`config.mk`:
```
export PLATFORM = sky130hd
export DESIGN_NAME = soft_qam_demapper
export DESIGN_NICKNAME = d
export VERILOG_FILES = /design/src/rtl/soft_demap_pkg.sv /design/src/rtl/demap_fold.sv /design/src/rtl/demap_order.sv /design/src/rtl/demap_sat.sv /design/src/rtl/soft_qam_demapper.sv
export SDC_FILE = /design/constraint.sdc
export NUM_CORES = 1
export LEC_CHECK = 0
export BUFFER_PORTS_ARGS = -buffer_cell sky130_fd_sc_hd__clkbuf_2
export CORE_ASPECT_RATIO = 0.9
export CORE_UTILIZATION = 25
export CTS_CLUSTER_DIAMETER = 100
export DETAILED_ROUTE_END_ITERATION = 8
export PLACE_DENSITY = 0.38
export SYNTH_ARGS = -nofsm -noshare
export SYNTH_HDL_FRONTEND = slang
export SYNTH_SLANG_ARGS = --single-unit
export TNS_END_PERCENT = 10
```
`constraint.sdc`:
```
create_clock -name clk -period 19.3 [get_ports clk]
set_input_delay 1.93 -clock clk [delete_from_list [all_inputs] [get_ports clk]]
set_output_delay 1.93 -clock clk [all_outputs]
set_load 0.05 [all_outputs]
```
`src/rtl/soft_demap_pkg.sv`:
```
package soft_demap_pkg;

  typedef enum logic [1:0] {
    MOD_BPSK  = 2'd0,
    MOD_QPSK  = 2'd1,
    MOD_QAM16 = 2'd2,
    MOD_QAM64 = 2'd3
  } mod_e;

  // fixed-point fold constants, 12 fractional bits
  localparam int FRAC      = 12;
  localparam int K_Q16     = 2591;  // 2/sqrt(10)
  localparam int K_Q64_HI  = 2528;  // 4/sqrt(42)
  localparam int K_Q64_LO  = 1264;  // 2/sqrt(42)

  // most metrics one carrier can produce (64-QAM, two dimensions)
  localparam int MAX_BEATS = 6;

endpackage

```
`src/rtl/demap_fold.sv`:
```
// One dimension of a carrier: the raw value and its folded metrics.
module demap_fold
  import soft_demap_pkg::*;
#(
  parameter int W_IN  = 12,
  parameter int W_S   = 12,
  parameter int W_ACC = 15
) (
  input  logic signed [W_IN-1:0]  x,
  input  logic        [W_S-1:0]   s,
  output logic signed [W_ACC-1:0] m_raw,
  output logic signed [W_ACC-1:0] m_q16,
  output logic signed [W_ACC-1:0] m_q64a,
  output logic signed [W_ACC-1:0] m_q64b
);
  localparam int W_P = W_S + FRAC;

  logic        [W_P-1:0]   p_q16, p_hi, p_lo;
  logic signed [W_ACC-1:0] t_q16, t_hi, t_lo;
  logic signed [W_ACC-1:0] x_ext, x_abs, a_abs;

  always_comb begin
    p_q16 = W_P'(s) * W_P'(K_Q16);
    p_hi  = W_P'(s) * W_P'(K_Q64_HI);
    p_lo  = W_P'(s) * W_P'(K_Q64_LO);
    t_q16 = W_ACC'(p_q16 >> FRAC);
    t_hi  = W_ACC'(p_hi >> FRAC);
    t_lo  = W_ACC'(p_lo >> FRAC);

    x_ext = W_ACC'(x);
    x_abs = x_ext[W_ACC-1] ? -x_ext : x_ext;

    m_raw  = x_ext;
    m_q16  = t_q16 - x_abs;
    m_q64a = t_hi - x_abs;
    a_abs  = m_q64a[W_ACC-1] ? -m_q64a : m_q64a;
    m_q64b = t_lo - a_abs;
  end
endmodule

```
`src/rtl/demap_order.sv`:
```
// Chooses which metrics a carrier emits and in what order: I before Q.
module demap_order
  import soft_demap_pkg::*;
#(
  parameter int W_ACC = 15,
  parameter int W_CNT = 3
) (
  input  mod_e                                mode,
  input  logic signed [W_ACC-1:0]             i_raw,
  input  logic signed [W_ACC-1:0]             i_q16,
  input  logic signed [W_ACC-1:0]             i_q64a,
  input  logic signed [W_ACC-1:0]             i_q64b,
  input  logic signed [W_ACC-1:0]             q_raw,
  input  logic signed [W_ACC-1:0]             q_q16,
  input  logic signed [W_ACC-1:0]             q_q64a,
  input  logic signed [W_ACC-1:0]             q_q64b,
  output logic [MAX_BEATS-1:0][W_ACC-1:0]     seq,
  output logic [W_CNT-1:0]                    count
);
  always_comb begin
    seq = '0;
    unique case (mode)
      MOD_BPSK: begin
        seq[0] = i_raw;
        count  = W_CNT'(1);
      end
      MOD_QPSK: begin
        seq[0] = i_raw;
        seq[1] = q_raw;
        count  = W_CNT'(2);
      end
      MOD_QAM16: begin
        seq[0] = i_raw;
        seq[1] = i_q16;
        seq[2] = q_raw;
        seq[3] = q_q16;
        count  = W_CNT'(4);
      end
      default: begin
        seq[0] = i_raw;
        seq[1] = i_q64a;
        seq[2] = i_q64b;
        seq[3] = q_raw;
        seq[4] = q_q64a;
        seq[5] = q_q64b;
        count  = W_CNT'(6);
      end
    endcase
  end
endmodule

```
`src/rtl/demap_sat.sv`:
```
// Clamp a wide signed value into the output range.
module demap_sat #(
  parameter int W_ACC = 15,
  parameter int W_OUT = 10
) (
  input  logic signed [W_ACC-1:0] din,
  output logic signed [W_OUT-1:0] dout
);
  localparam logic signed [W_ACC-1:0] HI = W_ACC'((64'sd1 <<< (W_OUT-1)) - 64'sd1);
  localparam logic signed [W_ACC-1:0] LO = -HI - W_ACC'(1);

  always_comb begin
    if (din > HI)      dout = HI[W_OUT-1:0];
    else if (din < LO) dout = LO[W_OUT-1:0];
    else               dout = din[W_OUT-1:0];
  end
endmodule

```
`src/rtl/soft_qam_demapper.sv`:
```
module soft_qam_demapper
  import soft_demap_pkg::*;
#(
  parameter int W_IN  = 12,
  parameter int W_S   = 12,
  parameter int W_OUT = 10
) (
  input  logic                    clk,
  input  logic                    rst,
  input  logic                    in_valid,
  output logic                    in_ready,
  input  logic                    in_first,
  input  logic [1:0]              in_mod,
  input  logic signed [W_IN-1:0]  in_re,
  input  logic signed [W_IN-1:0]  in_im,
  input  logic [W_S-1:0]          in_scale,
  output logic                    out_valid,
  output logic signed [W_OUT-1:0] out_metric
);
  localparam int W_ACC = ((W_S > W_IN) ? W_S : W_IN) + 3;
  localparam int W_CNT = $clog2(MAX_BEATS + 1);

  logic accept;
  mod_e mod_q, mode_now;

  assign accept   = in_valid && in_ready;
  assign mode_now = in_first ? mod_e'(in_mod) : mod_q;

  // packet modulation latch
  always_ff @(posedge clk) begin
    if (rst)                     mod_q <= MOD_BPSK;
    else if (accept && in_first) mod_q <= mod_e'(in_mod);
  end

  // per-dimension folding, same logic for I and Q
  logic signed [1:0][W_IN-1:0]  dim_in;
  logic [1:0][W_ACC-1:0] f_raw, f_q16, f_q64a, f_q64b;

  assign dim_in[0] = in_re;
  assign dim_in[1] = in_im;

  for (genvar d = 0; d < 2; d++) begin : g_dim
    demap_fold #(.W_IN(W_IN), .W_S(W_S), .W_ACC(W_ACC)) u_fold (
      .x      (dim_in[d]),
      .s      (in_scale),
      .m_raw  (f_raw[d]),
      .m_q16  (f_q16[d]),
      .m_q64a (f_q64a[d]),
      .m_q64b (f_q64b[d])
    );
  end

  logic [MAX_BEATS-1:0][W_ACC-1:0] seq_raw;
  logic [MAX_BEATS-1:0][W_OUT-1:0] seq_sat;
  logic [W_CNT-1:0]                seq_cnt;

  demap_order #(.W_ACC(W_ACC), .W_CNT(W_CNT)) u_order (
    .mode   (mode_now),
    .i_raw  (f_raw[0]),
    .i_q16  (f_q16[0]),
    .i_q64a (f_q64a[0]),
    .i_q64b (f_q64b[0]),
    .q_raw  (f_raw[1]),
    .q_q16  (f_q16[1]),
    .q_q64a (f_q64a[1]),
    .q_q64b (f_q64b[1]),
    .seq    (seq_raw),
    .count  (seq_cnt)
  );

  for (genvar b = 0; b < MAX_BEATS; b++) begin : g_sat
    demap_sat #(.W_ACC(W_ACC), .W_OUT(W_OUT)) u_sat (
      .din  ($signed(seq_raw[b])),
      .dout (seq_sat[b])
    );
  end

  // serializer: shown beat in out_q, pending beats in hold_q
  logic [MAX_BEATS-1:0][W_OUT-1:0] hold_q;
  logic [W_CNT-1:0]                rem_q;
  logic                            vld_q;
  logic [W_OUT-1:0]                out_q;

  always_ff @(posedge clk) begin
    if (rst) begin
      hold_q <= '0;
      rem_q  <= '0;
      vld_q  <= 1'b0;
      out_q  <= '0;
    end else if (accept) begin
      out_q <= seq_sat[0];
      for (int i = 0; i < MAX_BEATS - 1; i++) hold_q[i] <= seq_sat[i+1];
      hold_q[MAX_BEATS-1] <= '0;
      rem_q <= seq_cnt - W_CNT'(1);
      vld_q <= 1'b1;
    end else if (rem_q != '0) begin
      out_q <= hold_q[0];
      for (int i = 0; i < MAX_BEATS - 1; i++) hold_q[i] <= hold_q[i+1];
      hold_q[MAX_BEATS-1] <= '0;
      rem_q <= rem_q - W_CNT'(1);
      vld_q <= 1'b1;
    end else begin
      vld_q <= 1'b0;
    end
  end

  assign in_ready   = (rem_q == '0);
  assign out_valid  = vld_q;
  assign out_metric = $signed(out_q);

endmodule

```
==> key figures <==
Placement
  – GPL Wtd Cong: 0.8667
  – Port Buffers: 53
  – Final HPWL DP: 36540 microns

Clock tree
  – Setup bufs post-CTS: 0
  – # H-tree levels: 3
  – CTS max path bufs: 2
  – CTS root buf: clkbuf_16
  – Num CTS Buffers: 9
  – CTS tree: yes
  – Worst-Skew Late Latency: 0.34 ns
  – Worst-path clk slew: 0.06 ns
  – CTS Hold Bufs: 0
  – Clk sinks: 66
  – Post_cts resized: 0

Layout
  – Most common cell after layout, fill and taps aside: ha_1
  – Share of cells above drive strength 1: 0.07836
  – Final nets: 1849
  – Fill cells: 5089
  – Area Overhead vs Synth: 10.41%
  – Antenna cells: 0
  – Most frequent cells in the layout: ha_1 (193), inv_1 (168), nand2_1 (126)

Synthesis
  – Mapped Avg Cell Area: 7.819 sq um
  – Post-synthesis register bit count: 66
  – Largest family of logic cells by synthesized area: adder cells
  – Register area share after synthesis: 0.1108
  – Synth Area in Simple Gates: 0.1675
  – Post-synth top area share: 0.2025
  – Area of the mapped netlist: 11920 sq um
  – Yosys warning count: 0
  – Post-synth EDFFs: 0
  – Unique masters post-synth: 97
  – Syn nets: 1822
  – Multiplexer area fraction after synthesis: 0.01028
  – Synth area leader: ha_1
  – Asr flop ratio synth: 0
  – Compound-gate portion of the synthesized area: 0.2531
  – Ys flop type: dfxtp_1
  – Adder-cell area share of the yosys netlist: 0.3119
  – Post-Synth XOR/XNOR Area: 0.07754
  – Synth top area cells: ha_1 (20%), dfxtp_1 (11%), fa_1 (10%)
  – Synth Instances: 1525

Detailed routing
  – Via density: 5.112
  – DR iter-0 viols: 707
  – Post-Route WL: 43520 microns
  – DRC: 0
  – DRT Pass-1 Iters: 5
  – Via count: 11110
  – Post-DRT Antenna Nets: 0
  – Routed length per instance: 20.03 microns

Worst setup path
  – Buf+Inv Stages, Crit Path: 6
  – Delay-heaviest family, CP: compound AO/OA/AOI/OAI gates
  – Slowest stage cell, crit path: xor2_1
  – Top cell by count, worst path: inv_1
  – CP Launch Type: primary input
  – Kind of critical path: primary input to register
  – Critical-path maximum fanout: 12
  – Data arrival, critical path: 12.21 ns
  – CP endpoint kind: register
  – Largest stage delay on the critical path: 0.97 ns
  – Worst EP required: 19.50 ns

STA
  – RSZ-0062 raised after global routing: no
  – Clock skew: 0.007397 ns
  – F_max: 83.23 MHz
  – Final period util: 0.6225
  – Worst slew pin tran: 1.212 ns
  – Setup TNS: 0 ns
  – Hold WS: 0.4469 ns
  – Final Setup Violations: 0
  – Min cycle time layout: 12.02 ns
  – Max-slew headroom: 0.1893
  – Slew Viols, Final: 0
  – Hold Fails Final Rpt: 0

Floorplan
  – # rows: 75
  – I/O Pins: 54
  – CORE AREA: 46830 sq um
  – Die H: 209.2 microns
  – DIE AREA: 48570 sq um
  – Chip width: 232.2 microns
  – Initial core utilization: 0.2546

Global route
  – Initial antenna violation count: 0
  – Pin count of the biggest net entering global routing: 50
  – Overall Global Routing Usage: 0.1819
  – Grt total ovfl: 0
  – Global-route wire length before repair: 67300 microns
  – Vias in the first global route: 11020

Outcome
  – Status: finished clean

Worst hold path
  – Worst Hold Class: register to register

Run
  – Max_cap viols: 0
-- per-stage QoR --
stage          cells  worst slack, ns  utilization  cell area [sq um]
2_1_floorplan   1525            9.115            -              11920
3_3_place_gp    2157            6.853       0.2747              12860
3_5_place_dp    2157            6.942       0.2747              12860
4_1_cts         2173            7.253       0.2811              13170
5_1_grt         2173            6.201       0.2811              13170
6_report        2173            7.285       0.2811              13170
-- cells in the mapped netlist (10+ instances only) --
cell type / instances
o21a_1: 20
dfxtp_1: 66
a211oi_1: 11
nand3_1: 24
fa_1: 62
o21ai_0: 111
ha_1: 193
a21boi_0: 17
and3_1: 15
a21oi_1: 123
or3_1: 10
nor2_1: 117
xor2_1: 37
and2_1: 12
mux2i_1: 10
xnor2_1: 55
a21o_1: 18
o211ai_1: 16
o31ai_1: 14
nand2b_1: 13
clkbuf_1: 39
nand2_1: 126
o21ai_1: 18
nor2b_1: 18
nor3_1: 41
inv_1: 168
-- layer usage --
metal,part of all wire,global-route usage
met5,0,0
met4,0.0076,0.02201
met3,0.038,0.01651
met2,0.43,0.2806
met1,0.53,0.2773
-- path summary, 6_finish.rpt --
| path | end | slack [ns] | cells past startpoint | start |
|---|---|---|---|---|
| worst max-delay path | hold_q[11] | 7.28 | 35 | in_scale[4] |
| worst min register to register | hold_q[31] | 0.45 | 2 | hold_q[31] |
| worst min-delay path | hold_q[31] | 0.45 | 2 | hold_q[31] |
| worst max register to register | hold_q[11] | 16.21 | 7 | mod_q[0] |
-- registers in the layout, indices dropped and copies added, names as in the netlist --
signal and count:
mod_q 2, out_metric 10, rem_q 3, out_valid 1, hold_q 50
-- cells by family (layout without fill, tap and decap cells) --
logic type,count (synthesis),after routing
AOI/OAI and AO/OA,454,454
xor gates and xnor gates,97,97
adders and majority gates,261,261
buffers and inverters,216,248
DFF,66,66
muxes,12,12
and+or+nand+nor,419,419
-- worst register-to-register path: stages, from the launching register on --
cell      delay, ns
dfxtp_1        0.36
mux2_2         0.40
buf_4          0.55
nand2_1        0.34
o21ai_1        0.46
a21oi_1        0.12
nor2_1         0.53
o211ai_1       0.18
-- layout make-up --
| cell class | count | area [sq um] | share of cell area |
|---|---|---|---|
| sequential | 66 | 1321 | 0.1004 |
| inverter | 168 | 630.6 | 0.04790 |
| timing repair buffer | 64 | 347.8 | 0.02642 |
| tap | 616 | 770.7 | 0.05854 |
| clock buffer | 9 | 225.2 | 0.01711 |
| multi-input combinational | 1243 | 9793 | 0.7439 |
| clock inverter | 7 | 76.32 | 0.005797 |
Power is left out: the tool's default activity adds up to more than one toggle a clock period on the data nets, which glitch-free logic cannot reach.
